**src/rtl/icd_pkg.sv**
```systemverilog
package icd_pkg;
  typedef enum logic [1:0] {
    Q_DIRECT  = 2'd0,
    Q_INDEX   = 2'd1,
    Q_BRANCH  = 2'd2,
    Q_IMPLIED = 2'd3
  } query_kind_t;
endpackage

```
**src/rtl/icd_page_cmp.sv**
```systemverilog
module icd_page_cmp #(
  parameter int ADDR_W = 16,
  parameter int LOW_W  = 8
) (
  input  logic [ADDR_W-1:0] a,
  input  logic [ADDR_W-1:0] b,
  output logic              differ
);
  localparam int HI_W = ADDR_W - LOW_W;

  logic [HI_W-1:0] a_hi, b_hi;

  always_comb begin
    a_hi   = a[ADDR_W-1:LOW_W];
    b_hi   = b[ADDR_W-1:LOW_W];
    differ = (a_hi != b_hi);
  end
endmodule

```
**src/rtl/icd_rules.sv**
```systemverilog
module icd_rules
  import icd_pkg::*;
#(
  parameter int ADDR_W = 16,
  parameter int LOW_W  = 8
) (
  input  logic              q_valid,
  input  query_kind_t       kind,
  input  logic [LOW_W-1:0]  dir_low,
  input  logic              idx_narrow,
  input  logic [ADDR_W-1:0] base_addr,
  input  logic [ADDR_W-1:0] idx_addr,
  input  logic [ADDR_W-1:0] pc,
  input  logic [ADDR_W-1:0] br_target,
  input  logic              emu_mode,
  input  logic              irq_pending,
  output logic              ins,
  output logic              as_read,
  output logic [ADDR_W-1:0] rd_addr
);
  logic idx_cross, br_cross;

  icd_page_cmp #(.ADDR_W(ADDR_W), .LOW_W(LOW_W)) u_idx_cmp (
    .a(base_addr), .b(idx_addr), .differ(idx_cross)
  );

  icd_page_cmp #(.ADDR_W(ADDR_W), .LOW_W(LOW_W)) u_br_cmp (
    .a(pc), .b(br_target), .differ(br_cross)
  );

  always_comb begin
    ins     = 1'b0;
    as_read = 1'b0;
    rd_addr = '0;
    if (q_valid) begin
      unique case (kind)
        Q_DIRECT:  ins = |dir_low;
        Q_INDEX:   ins = !idx_narrow || idx_cross;
        Q_BRANCH:  ins = emu_mode && br_cross;
        Q_IMPLIED: begin
          ins     = 1'b1;
          as_read = irq_pending;
          // dummy read goes to the counter as-is; no increment
          rd_addr = irq_pending ? pc : '0;
        end
        default:   ins = 1'b0;
      endcase
    end
  end
endmodule

```
**src/rtl/icd_counter.sv**
```systemverilog
module icd_counter #(
  parameter int CNT_W = 4
) (
  input  logic             clk,
  input  logic             rst,
  input  logic             clear,
  input  logic             inc,
  output logic [CNT_W-1:0] count
);
  localparam logic [CNT_W-1:0] CNT_MAX = {CNT_W{1'b1}};
  localparam logic [CNT_W-1:0] CNT_ONE = {{(CNT_W-1){1'b0}}, 1'b1};

  always_ff @(posedge clk) begin
    if (rst)
      count <= '0;
    else if (clear)
      count <= inc ? CNT_ONE : '0;
    else if (inc && count != CNT_MAX)
      count <= count + CNT_ONE;
  end

  p_clear_r7: assert property (@(posedge clk) disable iff (rst)
    $past(clear) && !$past(inc) |-> count == '0);

  p_sat_r7: assert property (@(posedge clk) disable iff (rst)
    $past(count) == CNT_MAX && !$past(clear) && !$past(rst) |-> count == CNT_MAX);
endmodule

```
**src/rtl/idle_cycle_decider.sv**
```systemverilog
module idle_cycle_decider
  import icd_pkg::*;
#(
  parameter int ADDR_W = 16,
  parameter int LOW_W  = 8,
  parameter int CNT_W  = 4
) (
  input  logic              clk,
  input  logic              rst,
  input  logic              instr_start,
  input  logic              q_valid,
  input  logic [1:0]        q_kind,
  input  logic [LOW_W-1:0]  dir_low,
  input  logic              idx_narrow,
  input  logic [ADDR_W-1:0] base_addr,
  input  logic [ADDR_W-1:0] idx_addr,
  input  logic [ADDR_W-1:0] pc,
  input  logic [ADDR_W-1:0] br_target,
  input  logic              emu_mode,
  input  logic              irq_pending,
  output logic              idle_insert,
  output logic              bus_read,
  output logic              internal_cyc,
  output logic [ADDR_W-1:0] read_addr,
  output logic [CNT_W-1:0]  idle_count
);
  logic              ins_c, rd_c;
  logic [ADDR_W-1:0] addr_c;

  icd_rules #(.ADDR_W(ADDR_W), .LOW_W(LOW_W)) u_rules (
    .q_valid    (q_valid),
    .kind       (query_kind_t'(q_kind)),
    .dir_low    (dir_low),
    .idx_narrow (idx_narrow),
    .base_addr  (base_addr),
    .idx_addr   (idx_addr),
    .pc         (pc),
    .br_target  (br_target),
    .emu_mode   (emu_mode),
    .irq_pending(irq_pending),
    .ins        (ins_c),
    .as_read    (rd_c),
    .rd_addr    (addr_c)
  );

  icd_counter #(.CNT_W(CNT_W)) u_count (
    .clk  (clk),
    .rst  (rst),
    .clear(instr_start),
    .inc  (ins_c),
    .count(idle_count)
  );

  always_ff @(posedge clk) begin
    if (rst) begin
      idle_insert  <= 1'b0;
      bus_read     <= 1'b0;
      internal_cyc <= 1'b0;
      read_addr    <= '0;
    end else begin
      idle_insert  <= ins_c;
      bus_read     <= rd_c;
      internal_cyc <= ins_c && !rd_c;
      read_addr    <= addr_c;
    end
  end

  p_direct_zero_r1: assert property (@(posedge clk) disable iff (rst)
    $past(q_valid && q_kind == 2'd0 && dir_low == '0) |-> !idle_insert);

  p_narrow_same_r2: assert property (@(posedge clk) disable iff (rst)
    $past(q_valid && q_kind == 2'd1 && idx_narrow &&
          base_addr[ADDR_W-1:LOW_W] == idx_addr[ADDR_W-1:LOW_W]) |-> !idle_insert);

  p_branch_native_r3: assert property (@(posedge clk) disable iff (rst)
    $past(q_valid && q_kind == 2'd2 && !emu_mode) |-> !idle_insert);

  p_read_at_pc_r4: assert property (@(posedge clk) disable iff (rst)
    $past(q_valid && q_kind == 2'd3 && irq_pending) |->
      bus_read && !internal_cyc && read_addr == $past(pc));

  p_internal_only_r5: assert property (@(posedge clk) disable iff (rst)
    $past(q_valid && q_kind == 2'd3 && !irq_pending) |-> internal_cyc && !bus_read);

  p_quiet_r6: assert property (@(posedge clk) disable iff (rst)
    $past(!q_valid) |-> !idle_insert && !bus_read && !internal_cyc);
endmodule

```
**config.mk**
```make
export PLATFORM = sky130hd
export DESIGN_NAME = idle_cycle_decider
export DESIGN_NICKNAME = d
export VERILOG_FILES = /design/src/rtl/icd_pkg.sv /design/src/rtl/icd_page_cmp.sv /design/src/rtl/icd_rules.sv /design/src/rtl/icd_counter.sv /design/src/rtl/idle_cycle_decider.sv
export SDC_FILE = /design/constraint.sdc
export NUM_CORES = 1
export LEC_CHECK = 0
export BUFFER_PORTS_ARGS = -buffer_cell sky130_fd_sc_hd__buf_2
export CAP_MARGIN = 0
export CORE_MARGIN = 8
export CORE_UTILIZATION = 33
export DETAILED_ROUTE_END_ITERATION = 12
export GPL_ROUTABILITY_DRIVEN = 1
export GPL_TIMING_DRIVEN = 0
export PLACE_DENSITY = 0.85
export SYNTH_ARGS = -nofsm -noshare
export SYNTH_HDL_FRONTEND = slang
export SYNTH_SLANG_ARGS = --single-unit
```
**constraint.sdc**
```tcl
create_clock -name clk -period 2 [get_ports clk]
set_input_delay 0.3 -clock clk [delete_from_list [all_inputs] [get_ports clk]]
set_output_delay 0.3 -clock clk [all_outputs]
set_load 0.02 [all_outputs]
```
## Word level (Yosys, flattened, before mapping)

Index checks and enable logic that the tools add are counted.

| storage, ports and cells | value |
|---|---|
| flip-flop bits (word level) | 23 |
| logic and storage cells | 32 |

| operators by class | value |
|---|---|
| reductions and logical operators | 10 |
| add/sub/neg operators | 1 |
| bitwise gates (word level) | 3 |
| muxes and demuxes | 7 |
| eq/ne operators | 6 |

Operators by type and width:

| cell | count |
|---|---|
| $ne A8 B8 Y1 | 2 |
| $mux W4 | 2 |
| $reduce_or A8 Y1 | 1 |
| $add A4 B1 Y4 const B | 1 |
| $eq A2 B2 Y1 const B | 2 |
| $mux W1 | 4 |
| $ne A4 B4 Y1 const B | 1 |
| $pmux W1 S4 | 1 |
| $reduce_or A4 Y1 | 1 |
| $logic_and A1 B1 Y1 | 3 |
| $not A1 Y1 | 3 |
| $eq A2 B1 Y1 const B | 1 |
| $logic_not A1 Y1 | 2 |
| $logic_not A2 Y1 | 1 |
| $reduce_bool A2 Y1 | 1 |
| $logic_or A1 B1 Y1 | 1 |

## Depth between registers and ports, before layout

| depth | value |
|---|---|
| depth after elaboration | 7 |
| depth in mapped cells | 6 |
| mapped depth without buffers | 6 |

## By module

A second synthesis with hierarchy kept.

| second synthesis, totals | value |
|---|---|
| cells, all modules | 112 |
| area total of the unflattened synthesis | 1,126.1 um^2 |

Modules (own cells, without submodules):

| module | cells each | instances | area each (um^2) |
|---|---|---|---|
| idle_cycle_decider | 39 | 1 | 525.5 |
| icd_rules | 27 | 1 | 224.0 |
| icd_counter | 24 | 1 | 203.9 |
| icd_page_cmp | 11 | 2 | 86.3 |

## Worst setup path before layout

OpenSTA, ideal clock, no wires.

| timing | value |
|---|---|
| path kind | input -> register |
| from | input br_target[9] |
| to | register u_count.count[3] |
| setup time | 0.115 ns |
| arrival | 1.455 ns |
| path slack | 0.430 ns |
| stages on the path | 6 |
| cell sequence | xor2_1 -> nor4_1 -> a21oi_1 -> o311ai_4 -> nor3_1 -> o21a_1 |

| between the ends | value |
|---|---|
| cells in the longest elaborated chain, start to end | 6 |

RTL lines:

| item | line | source |
|---|---|---|
| start: declaration | idle_cycle_decider.sv:18 | `input logic [ADDR_W-1:0] br_target,` |
| $ne A8 B8 Y1 | icd_page_cmp.sv:16 | `differ = (a_hi != b_hi);` |
| $logic_and A1 B1 Y1 | icd_rules.sv:39 | `Q_BRANCH: ins = emu_mode && br_cross;` |
| $pmux W1 S4 | icd_rules.sv:36 | `unique case (kind)` |
| $mux W1 | icd_rules.sv:35 | `if (q_valid) begin` |
| $logic_and A1 B1 Y1 | icd_counter.sv:18 | `else if (inc && count != CNT_MAX)` |
| $reduce_bool A2 Y1 (no source line) | -- |  |
| end signal: assignment | icd_counter.sv:17 | `count <= inc ? CNT_ONE : '0;` |
| end signal: assignment | icd_counter.sv:19 | `count <= count + CNT_ONE;` |
| end: declaration | icd_counter.sv:8 | `output logic [CNT_W-1:0] count` |

No other way between the ends.
A chain may end at the register's enable or synchronous reset.

## Worst setup path in the final report

| timing | value |
|---|---|
| from | input br_target[14] |
| to | register u_count.count[3] |

The elaborated chain is that of the path after synthesis.

==> flow_metrics.tcl <==
set metrics [dict create \
    status "finished clean" \
    fin_util_pct 51.2 \
    drive_above_1_share_pct 48.9 \
    p_per_area_nw_per_um2 572 \
    worstPathMaxFanout 9 \
    synthTopCellsByArea "dfxtp_1, xor2_1, and2_1" \
    wire_per_inst_um 13.2 \
    synth_cell_type_count 25 \
    vias 912 \
    cp-start-kind "input port" \
    synth_compound_area_share_pct 11.1 \
    synth_nets 173 \
    start_util_pct 34.3 \
    synth_mux_area_share_pct 0 \
    grt_setup_unrepaired "no" \
    cts_hold_buf 0 \
    crit_family "compound AO/OA/AOI/OAI gates" \
    slew_violations 0 \
    antenna_cells 0 \
    finalCritPeriodShare_pct 79.5 \
    fillers 268 \
    cts_buffers 3 \
    worstSetupPathType "in2reg" \
    synth_top_family_by_area "simple AND/OR/NAND/NOR gates" \
    cts_tree "yes" \
    final_net_count 257 \
    drc 0 \
    vias_per_cell 4.45 \
    min_path_type "in2reg" \
    yosysSeqAreaShare_pct 49.1 \
    yosys.area.top_type "dfxtp_1" \
    postSynthAreaPerCell_um2 10.3 \
    hold_viol_final 0 \
    grt_antenna_before_repair 0 \
    fin_setup_tns_ps 0 \
    die_w_um 69.3 \
    clockBufferDepth 2 \
    setup_viol 0 \
    netlist.area_leader.share_pct 49.1 \
    grt_use_total_pct 10.9 \
    worst-path-stages 7 \
    htree_levels 1 \
    worstPathArrival_ps 1800 \
    fin_skew_ps 0.848 \
    irDropWorstVdd_mv 0.479 \
    dpl.cell_count 201 \
    gp_congestion 0.776 \
    relSlewSlack_pct 69.7 \
    post-cts-setup-buffers 0 \
    clk_pin_slew_ps 120 \
    clock-sinks 23 \
    regArea_um2 460 \
    synth_cells 91 \
    ys_ff_latch 23 \
    grt_pass1_wl_mm 4.35 \
    grt_max_degree 14 \
    die_h_um 69.3 \
    multi_input_area_um2 469 \
    drt.antenna.violating_nets 0 \
    crit_path_max_incr_delay_ps 470 \
    whs_ps 185 \
    grt_remaining_overflow 0 \
    synthAdderAreaFrac_pct 1.34 \
    finalCriticalPeriod_ps 1590 \
    postRouteWirelength_mm 2.70 \
    synth_xor_area_share_pct 15.0 \
    clk_latency_ps 300 \
    dr.pass1.iters 4 \
    synth_area_um2 937 \
    io-pin-count 104 \
    maxCapViolCount 0 \
    io_buffers 79 \
    crit_required_ps 2210 \
    dr.first_iter.drc_count 32 \
    yosys.area_share.simple_pct 22.7 \
    area_delta_synth_final_pct 49.3 \
    max_freq_mhz 629 \
    core-area_um2 2730 \
    finalNonFillerCells 205 \
    crit_chain "buf_2 -> xor2_1 -> nor4_1 -> a21oi_1 -> o311ai_4 -> nor3_1 -> o21a_1" \
    reg2reg_depth 4 \
    slowest_stage "o311ai_4" \
    yosysWarnings 0 \
    worst-path-buf-inv 1 \
    dp_hpwl_mm 2.43 \
    rows 19 \
    cts_root_buf "clkbuf_4" \
    grt_pass1_vias 908 \
    power.leakage_nw 0.734 \
    dieArea_um2 4800 \
    hold_depth 2 \
    post_cts_resized 0 \
    worstSetupEndpointType "flip-flop" \
    worst_slew_pin_slew_ps 453 \
]
final timing paths:
check,from,to,slack (ps)
worst max-delay path,br_target[14],u_count.count[3],410
worst min-delay path,pc[5],read_addr[5],190
worst max register to register,u_count.count[0],u_count.count[3],620
worst min register to register,u_count.count[1],u_count.count[1],550
cells in the final DEF (no fill, tap or decap), drive strengths merged, types with 2 or more instances in the layout:
cell type	count
xor2	15
o21bai	2
nor3	2
clkbuf	4
and2	17
nand2	3
buf	79
dfxtp	23
nand3	2
nor4	5
nor2	4
a21oi	3
cell usage after synthesis:
cell and count:
nor3_1 2, ha_1 1, nand2_1 3, and4b_1 1, xnor2_1 1, and3_1 1
a21oi_1 3, nand4_1 1, dfxtp_1 23, o31a_1 1, o21a_1 1, o21bai_1 2
o211ai_1 1, nand3_1 2, o311ai_4 1, inv_1 1, o311a_2 1, o21ai_1 1
o31ai_1 1, nor2_1 4, nor4_1 5, clkbuf_1 1, xor2_1 15, nor2b_1 1
and2_1 17
where the power goes:
part	switching, mW	internal (mW)	total (mW)
Combinational	0.0601	0.0691	0.129
Sequential	0.00334	0.466	0.469
Clock	0.127	0.0745	0.201
metal layers:
metal | vias up | global-route usage (%) | part of all wire (%)
met5 | - | 0 | 0
li1 | 478 | - | -
met2 | 26 | 21.0 | 60
met3 | 2 | 3.43 | 4.4
met1 | 406 | 10.3 | 34
met4 | 0 | 4.10 | 0.93
flip-flops by register name (all words and copies together) (netlist names):
register	cells
idle_insert	1
bus_read	1
internal_cyc	1
u_count.count	4
read_addr	16
cell families (layout without fill, tap and decap cells):
logic type                 count (synthesis)  count (layout)
and+or+nand+nor                           37              37
DFF                                       23              23
xor gates and xnor gates                  16              16
AOI/OAI and AO/OA                         12              12
buffers and inverters                      2              85
adders and majority gates                  1               1
final cells by class:
type	instances	share of cell area [%]
Inverter	1	0.268
Sequential cell	23	32.9
Tap cell	31	2.77
Clock buffer	3	1.61
Clock inverter	1	0.358
Timing Repair Buffer	79	28.3
Buffer	1	0.268
Multi-Input combinational cell	66	33.5
per-stage QoR:
step | setup WS (ps) | cell area (um2) | total power, mW
final | 409 | 1400 | 0.800
after global routing | 291 | 1400 | 0.853
after CTS | 396 | 1400 | 0.814
after detailed placement | 54.4 | 1370 | 0.610
after global placement | 67.4 | 1370 | 0.606
after floorplan | 430 | 937 | 0.532
(Power assumes the default switching activity.)
